<file path="src/rtl/bl_pkg.sv">
package bl_pkg;

    // Base conditions, selected by cond_sel[3:1]
    typedef enum logic [2:0] {
        BASE_OVF   = 3'd0,
        BASE_CARRY = 3'd1,
        BASE_ZERO  = 3'd2,
        BASE_BE    = 3'd3,
        BASE_SIGN  = 3'd4,
        BASE_PAR   = 3'd5,
        BASE_LT    = 3'd6,
        BASE_LE    = 3'd7
    } base_cond_e;

    typedef enum logic [1:0] {
        LOOP_PLAIN    = 2'd0,
        LOOP_WHILE_EQ = 2'd1,
        LOOP_WHILE_NE = 2'd2,
        LOOP_ALT      = 2'd3
    } loop_kind_e;

    typedef struct packed {
        logic cf;
        logic zf;
        logic sf;
        logic of;
        logic pf;
    } flags_t;

    localparam int SEL_W  = 4;
    localparam int KIND_W = 2;
    localparam int NBASE  = 1 << (SEL_W - 1);

endpackage

</file>
<file path="src/rtl/bl_cond_eval.sv">
module bl_cond_eval
    import bl_pkg::*;
(
    input  flags_t           flags,
    input  logic [SEL_W-1:0] sel,
    output logic             met
);
    logic [NBASE-1:0] base;
    logic             sign_ne_ovf;

    always_comb begin
        sign_ne_ovf      = flags.sf ^ flags.of;
        base             = '0;
        base[BASE_OVF]   = flags.of;
        base[BASE_CARRY] = flags.cf;
        base[BASE_ZERO]  = flags.zf;
        base[BASE_BE]    = flags.cf | flags.zf;
        base[BASE_SIGN]  = flags.sf;
        base[BASE_PAR]   = flags.pf;
        base[BASE_LT]    = sign_ne_ovf;
        base[BASE_LE]    = flags.zf | sign_ne_ovf;
        met              = base[sel[SEL_W-1:1]] ^ sel[0];
    end
endmodule

</file>
<file path="src/rtl/bl_loop_step.sv">
module bl_loop_step
    import bl_pkg::*;
#(
    parameter int CNT_W = 16
) (
    input  logic [CNT_W-1:0]  count_in,
    input  logic [KIND_W-1:0] kind,
    input  logic              zf,
    output logic [CNT_W-1:0]  count_next,
    output logic              taken
);
    localparam logic [CNT_W-1:0] ONE = {{(CNT_W-1){1'b0}}, 1'b1};

    logic nonzero;
    logic qual;

    always_comb begin
        count_next = count_in - ONE;
        nonzero    = |count_next;
        unique case (kind)
            LOOP_WHILE_EQ: qual = zf;
            LOOP_WHILE_NE: qual = ~zf;
            default:       qual = 1'b1;
        endcase
        taken = nonzero & qual;
    end
endmodule

</file>
<file path="src/rtl/branch_loop_eval.sv">
module branch_loop_eval
    import bl_pkg::*;
#(
    parameter int CNT_W = 16
) (
    input  logic              clk,
    input  logic              rst_n,
    input  logic              req_valid,
    input  logic              req_is_loop,
    input  logic [SEL_W-1:0]  cond_sel,
    input  logic [KIND_W-1:0] loop_kind,
    input  logic              flag_cf,
    input  logic              flag_zf,
    input  logic              flag_sf,
    input  logic              flag_of,
    input  logic              flag_pf,
    input  logic [CNT_W-1:0]  count_in,
    output logic              res_valid,
    output logic              res_taken,
    output logic [CNT_W-1:0]  count_out,
    output logic              count_we
);
    localparam logic [CNT_W-1:0] ONE = {{(CNT_W-1){1'b0}}, 1'b1};

    typedef struct packed {
        logic             valid;
        logic             taken;
        logic             we;
        logic [CNT_W-1:0] count;
    } state_t;

    state_t           state_d, state_q;
    flags_t           flags;
    logic             cond_met;
    logic             loop_taken;
    logic [CNT_W-1:0] loop_next;

    assign flags = '{cf: flag_cf, zf: flag_zf, sf: flag_sf, of: flag_of, pf: flag_pf};

    bl_cond_eval u_cond (
        .flags (flags),
        .sel   (cond_sel),
        .met   (cond_met)
    );

    bl_loop_step #(.CNT_W(CNT_W)) u_loop (
        .count_in   (count_in),
        .kind       (loop_kind),
        .zf         (flag_zf),
        .count_next (loop_next),
        .taken      (loop_taken)
    );

    always_comb begin
        state_d       = state_q;
        state_d.valid = req_valid;
        state_d.taken = 1'b0;
        state_d.we    = 1'b0;
        if (req_valid) begin
            if (req_is_loop) begin
                state_d.taken = loop_taken;
                state_d.we    = 1'b1;
                state_d.count = loop_next;
            end else begin
                state_d.taken = cond_met;
                state_d.count = count_in;
            end
        end
    end

    always_ff @(posedge clk) begin
        if (!rst_n) state_q <= '0;
        else        state_q <= state_d;
    end

    assign res_valid = state_q.valid;
    assign res_taken = state_q.taken;
    assign count_we  = state_q.we;
    assign count_out = state_q.count;


    valid_follows_chk: assert property (@(posedge clk) disable iff (!rst_n)
        req_valid |=> res_valid);


    idle_quiet_chk: assert property (@(posedge clk) disable iff (!rst_n)
        !res_valid |-> (!res_taken && !count_we));


    cmp_no_write_chk: assert property (@(posedge clk) disable iff (!rst_n)
        (res_valid && !$past(req_is_loop)) |-> (!count_we && count_out == $past(count_in)));


    dec_value_chk: assert property (@(posedge clk) disable iff (!rst_n)
        (res_valid && $past(req_is_loop)) |-> (count_we && count_out == $past(count_in) - ONE));


    taken_nonzero_chk: assert property (@(posedge clk) disable iff (!rst_n)
        (res_taken && count_we) |-> (count_out != '0));


    while_eq_chk: assert property (@(posedge clk) disable iff (!rst_n)
        (res_taken && count_we && $past(loop_kind) == LOOP_WHILE_EQ) |-> $past(flag_zf));


    while_ne_chk: assert property (@(posedge clk) disable iff (!rst_n)
        (res_taken && count_we && $past(loop_kind) == LOOP_WHILE_NE) |-> !$past(flag_zf));
endmodule

</file>
<file path="config.mk">
export PLATFORM = sky130hd
export DESIGN_NAME = branch_loop_eval
export DESIGN_NICKNAME = d
export VERILOG_FILES = /design/src/rtl/bl_pkg.sv /design/src/rtl/bl_cond_eval.sv /design/src/rtl/bl_loop_step.sv /design/src/rtl/branch_loop_eval.sv
export SDC_FILE = /design/constraint.sdc
export NUM_CORES = 1
export LEC_CHECK = 0
export ABC_AREA = 1
export BUFFER_PORTS_ARGS = -buffer_cell sky130_fd_sc_hd__buf_2
export CORE_MARGIN = 2
export CORE_UTILIZATION = 35
export CTS_BUF_LIST = sky130_fd_sc_hd__clkbuf_2 sky130_fd_sc_hd__clkbuf_4 sky130_fd_sc_hd__clkbuf_8
export CTS_CLUSTER_DIAMETER = 80
export DETAILED_ROUTE_END_ITERATION = 8
export GPL_ROUTABILITY_DRIVEN = 0
export MAX_ROUTING_LAYER = met4
export PLACE_DENSITY_LB_ADDON = 0.15
export SKIP_LAST_GASP = 1
export SLEW_MARGIN = 20
export SYNTH_ARGS = -nofsm -noshare
export SYNTH_HDL_FRONTEND = slang
export SYNTH_SLANG_ARGS = --single-unit
</file>
<file path="constraint.sdc">
create_clock -name clk -period 2.9 [get_ports clk]
set_input_delay 0.145 -clock clk [delete_from_list [all_inputs] [get_ports clk]]
set_output_delay 0.145 -clock clk [all_outputs]
set_load 0.005 [all_outputs]
</file>
* After elaboration in Yosys (flattened, before gate mapping)
Cells that the tools add are included.
** Cells by class
- Add/subtract/negate cells :: 1
- $mul :: 0
- Div/mod/pow operators :: 0
- Magnitude comparators :: 1
- Equal/unequal tests :: 2
- Shifts and indexed selects :: 0
- Multiplexer cells :: 6
- Bitwise operators :: 6
- Reduce and logical (&&, ||, !) cells :: 2
** Operators with widths (count)
- $mux 16 :: 1
- $reduce_or 16->1 :: 1
- $sub 16x1->16 const B :: 1
- $lt 3x4->1 const B :: 1
- $bmux 1 s3 :: 1
- $mux 1 :: 3
- $eq 2x1->1 const B :: 1
- $eq 2x2->1 const B :: 1
- $or 1x1->1 :: 2
- $pmux 1 s2 :: 1
- $reduce_and 2->1 :: 1
- $xor 1x1->1 :: 2
- $and 1x1->1 :: 1
- $not 1->1 :: 1
** Storage, ports and cells
- Bits in registers :: 19
- Bits in latches :: 0
- Bits in writable memories :: 0
- Bits in read-only memories :: 0
- Input port bits :: 31
- Output and inout port bits :: 19
- Memories :: 0

* Depth between registers and ports, before layout
- Depth in word-level cells :: 6
- Gate-level depth with buffers :: 13
- Mapped depth without buffers :: 13

* By module
A second synthesis with hierarchy kept.
** Second synthesis, totals
- Cells, all modules :: 287
- Area total of the unflattened synthesis :: 1629.1 sq um
** By module, submodules not included
- branch_loop_eval :: times used 1, cells an instance 146, area each 942.2 sq um, seq. area each 380.4 sq um
- bl_loop_step :: times used 1, cells an instance 117, area each 579.3 sq um, seq. area each 0.0 sq um
- bl_cond_eval :: times used 1, cells an instance 24, area each 107.6 sq um, seq. area each 0.0 sq um

* Worst setup path after synthesis
OpenSTA, ideal clock, no wires.
- Kind :: input -> register
- From :: in count_in[0]
- To :: reg state_q (netlist bit res_taken)
- Arrival :: 1.194 ns
- Required time :: 2.774 ns
- Setup slack :: 1.580 ns
- Stages on the path :: 13
- Buffers on the path :: 0
- Cells stage by stage :: inv_1 ha_1 nand2_2 nor2_4 nand2_1 nand2_1 nand2_1 inv_1 nand2_1 nor2_1 nand3_1 nand2_1 a21oi_2
** Between the ends
- Longest elaborated chain between the ends :: 4
** RTL lines
- start: declaration :: RTL line branch_loop_eval.sv:17 : input logic [CNT_W-1:0] count_in,
- $sub 16x1->16 :: RTL line bl_loop_step.sv:18 : count_next = count_in - ONE;
- $reduce_or 16->1 :: RTL line bl_loop_step.sv:19 : nonzero = |count_next;
- $and 1x1->1 :: RTL line bl_loop_step.sv:25 : taken = nonzero & qual;
- $mux 1 :: RTL line branch_loop_eval.sv:60 : if (req_is_loop) begin
- end signal: assignment :: RTL line branch_loop_eval.sv:73 : else state_q <= state_d;
- end: declaration :: RTL line branch_loop_eval.sv:32 : state_t state_d, state_q;
No other way between the ends.
A chain may end at the register's enable or synchronous reset.

* Worst setup path after layout
Ends and elaborated chain as after synthesis.

==> results.md <==
- Final core area utilization: between 40% and 50%
- Hold path endpoint: count_out[15]$_SDFFE_PN0P_
- Worst Path Arrival: 1.54 ns
- Detailed Routing Iterations Pass 1: 4
- Slew of the pin with the lowest slew margin: around 0.52 ns
- Status: complete, no violations
- Sequential Power Share: approximately 44%
- CTS resizes: 0
- GRT busiest layer: met2
- PD cells: about 370 mW/mm^2
- Max Freq: between 700 and 800 MHz
- Clock Sinks: 19
- Max clock buf depth: 2
- Leading cell types by count after synthesis: nand2_1, inv_1, a21oi_1
- TritonCTS clock tree: yes
- Num CTS Buffers: 3
- Total routed wirelength: 3760 um
- First-pass GRT wire length: 6250 um
- Cells after Synth: about 240
- Worst setup SP type: input port
- Final period util: roughly half
- Reg2Reg Setup Slack: between 2 and 2.5 ns
- Setup Viol. Count Final: 0
- Final Cell Area: about 0.0017 mm^2
- #FFs+latches synth: 19
- Hold_buf cts: 0
- Mapped cell area: approximately 0.0014 mm^2
- Post-CTS Setup Bufs: 0
- Worst hold start: count_in[15]
- Starting Density: a little over a third
- Clock slew seen by the registers of the worst setup and hold paths: about 0.070 ns
- CTS root buffer: clkbuf_8
- Crit Path Class: input port to flop
- Net Sw Frac: between 30 and 40%
- Sequential share of the synthesized area: between 20% and 30%
- Internal Power: between 0.0004 and 0.0005 W
- Detail Route Antenna Nets: 0
- NumNets Final: 319
- Setup TNS: 0 ns
- Comb power frac: between 20% and 30%
- RR Endpoint: count_out[3]$_SDFFE_PN0P_
- Gr usage total: 18.5%
- Post-DP HPWL: 2980 um
- Switching power: between 0.00015 and 0.0002 W
- Hold_ws: 0.226 ns
- Clock power share: between 30% and 40%
- Yosys Warn Count: 0
- Share of the synthesized area in the top cell type: 27.0%
- Initial antenna violation count: 0
- Total global routing overflow: 0
- Slew margin rel.: about two thirds
- Global Route met2 Usage: around 28%
- EDFF count, synth: 0
- Largest cells by area after synthesis: dfxtp_1, nand2_1, a21oi_1
- Final Skew: 0 ns
- Worst-path fanout max: 7
- I/O Buffers: 49
- Via Count: 1599
- IO Count: 50
- Reg2Reg Depth: 1
- Worst vdd ir: 0.000150 V
- RSZ-0062 raised after global routing: no
- Number of library cell types mapped by synthesis: 24
- Worst reg2reg startpoint: count_out[3]$_SDFFE_PN0P_
- Final hold violation count: 0
- CTS H-tree depth: 1
- Syn_nets: roughly 270
- Leak: 0.903 nW
- Grt met3 use: around 2.0%
- Met1 Track Usage GR: 26.5%
- Area after DPL: 0.00169 mm^2
- CP Capture Type: flop
- Max Cap Viol: 0
- Core footprint: about 0.0039 mm^2
- Min Tclk post-route: approximately 1.4 ns
- DRT iter0 DRCs: 76
- WL/cell: between 10 and 15 um
- Die Y: approximately 68 um
- Max Slew Vio Count: 0
- Worst skew pair latency: ~0.25 ns
- Hold Path Class: input port to flop
- Vias in the first global route: ~1300
- Vias per std cell: roughly 4.8
- Async SR Flop Fraction: 0%
- Most common cell in the netlist: nand2_1
- Ant diodes: 0
- Synth area leader: dfxtp_1
- Die W: ~68 um
- Row cnt: 23
- Critical Path RT: roughly 3.0 ns
- Top FF cell, synth: dfxtp_1
- Largest net degree at the start of global routing: 19
- Avg Cell Area, Syn: approximately 6 um^2
- Share of cells above drive strength 1: between 20% and 30%
- Hold Path Stages: 3
- Die area: approximately 0.0046 mm^2
- DRC violations left: 0
- Area Overhead vs Synth: 23.3%
[area by class of cell]
cell class	instances	area (um^2)
fill	418	2200
timing repair buffer	49	245
tap	50	62.6
multi-input combinational	177	876
sequential	19	380
inverter	34	128
clock buffer	4	48.8
[worst max path at each step]
stage	end	slack, ns	start
after floorplan	res_taken$_SDFF_PN0_	1.58	count_in[0]
after global placement	res_taken$_SDFF_PN0_	1.29	count_in[0]
after detailed placement	res_taken$_SDFF_PN0_	1.21	count_in[0]
after CTS	res_taken$_SDFF_PN0_	1.50	count_in[0]
after global routing	res_taken$_SDFF_PN0_	1.31	count_in[0]
final	res_taken$_SDFF_PN0_	1.50	count_in[0]
[metrics by stage]
| stage | std cells | power, W | setup slack [ns] |
|---|---|---|---|
| after detailed placement | 329 | 0.000452 | 1.21 |
| after floorplan | 237 | 0.000383 | 1.58 |
| final | 333 | 0.000646 | 1.50 |
| after CTS | 333 | 0.000659 | 1.50 |
| after global placement | 329 | 0.000452 | 1.29 |
| after global routing | 333 | 0.000695 | 1.31 |
[worst max-delay path: stages]
cell and delay [ns]:
buf_2 0.13, inv_1 0.09, ha_1 0.32, nand2_2 0.14
nor2_4 0.14, nand2_1 0.06, nand2_1 0.05, nand2_1 0.07
inv_1 0.05, nand2_1 0.04, nor2_1 0.10, nand3_1 0.09
nand2_1 0.07, a21oi_2 0.04
[power by group through the flow]
stage	registers, W	clock network (W)	logic [W]
2_1_floorplan	0.000295	0	0.0000879
3_3_place_gp	0.000293	0	0.000160
3_5_place_dp	0.000293	0	0.000159
4_1_cts	0.000287	0.000212	0.000160
5_1_grt	0.000289	0.000223	0.000183
6_report	0.000287	0.000202	0.000158
[flip-flops by register name, indices dropped and copies added (netlist names)]
register	cells
res_valid	1
res_taken	1
count_out	16
count_we	1
[cell usage in the layout, fill, tap and decap left out]
cell type	count
nand2_1	61
buf_2	49
inv_1	32
a21oi_1	29
nor2_1	27
o21ai_0	19
dfxtp_1	19
nand3_1	13
xor2_1	5
ha_1	4
nor2_2	3
o211ai_1	3
clkbuf_8	3
nand2_2	2
nor2_4	2
nand3b_1	2
clkinv_1	2
nor3_1	1
nand4_1	1
and2_1	1
nand3_2	1
a21o_1	1
a21oi_2	1
o221a_2	1
clkbuf_4	1
[cell families (layout without fill, tap and decap cells)]
group	after synthesis	in the layout	share of synthesized area, %
simple gates	114	114	34.8
compound gates	54	54	20.6
buf+inv	41	87	11.0
flops	19	19	27.0
xor+xnor	5	5	3.10
fa+ha+maj	4	4	3.55
[layer usage]
| metal | wire length [um] | vias up |
|---|---|---|
| met5 | 0 | - |
| met4 | 19 | 0 |
| met3 | 142 | 2 |
| met2 | 1660 | 32 |
| met1 | 1940 | 714 |
| li1 | - | 851 |
Power figures use the tool's default switching activity.
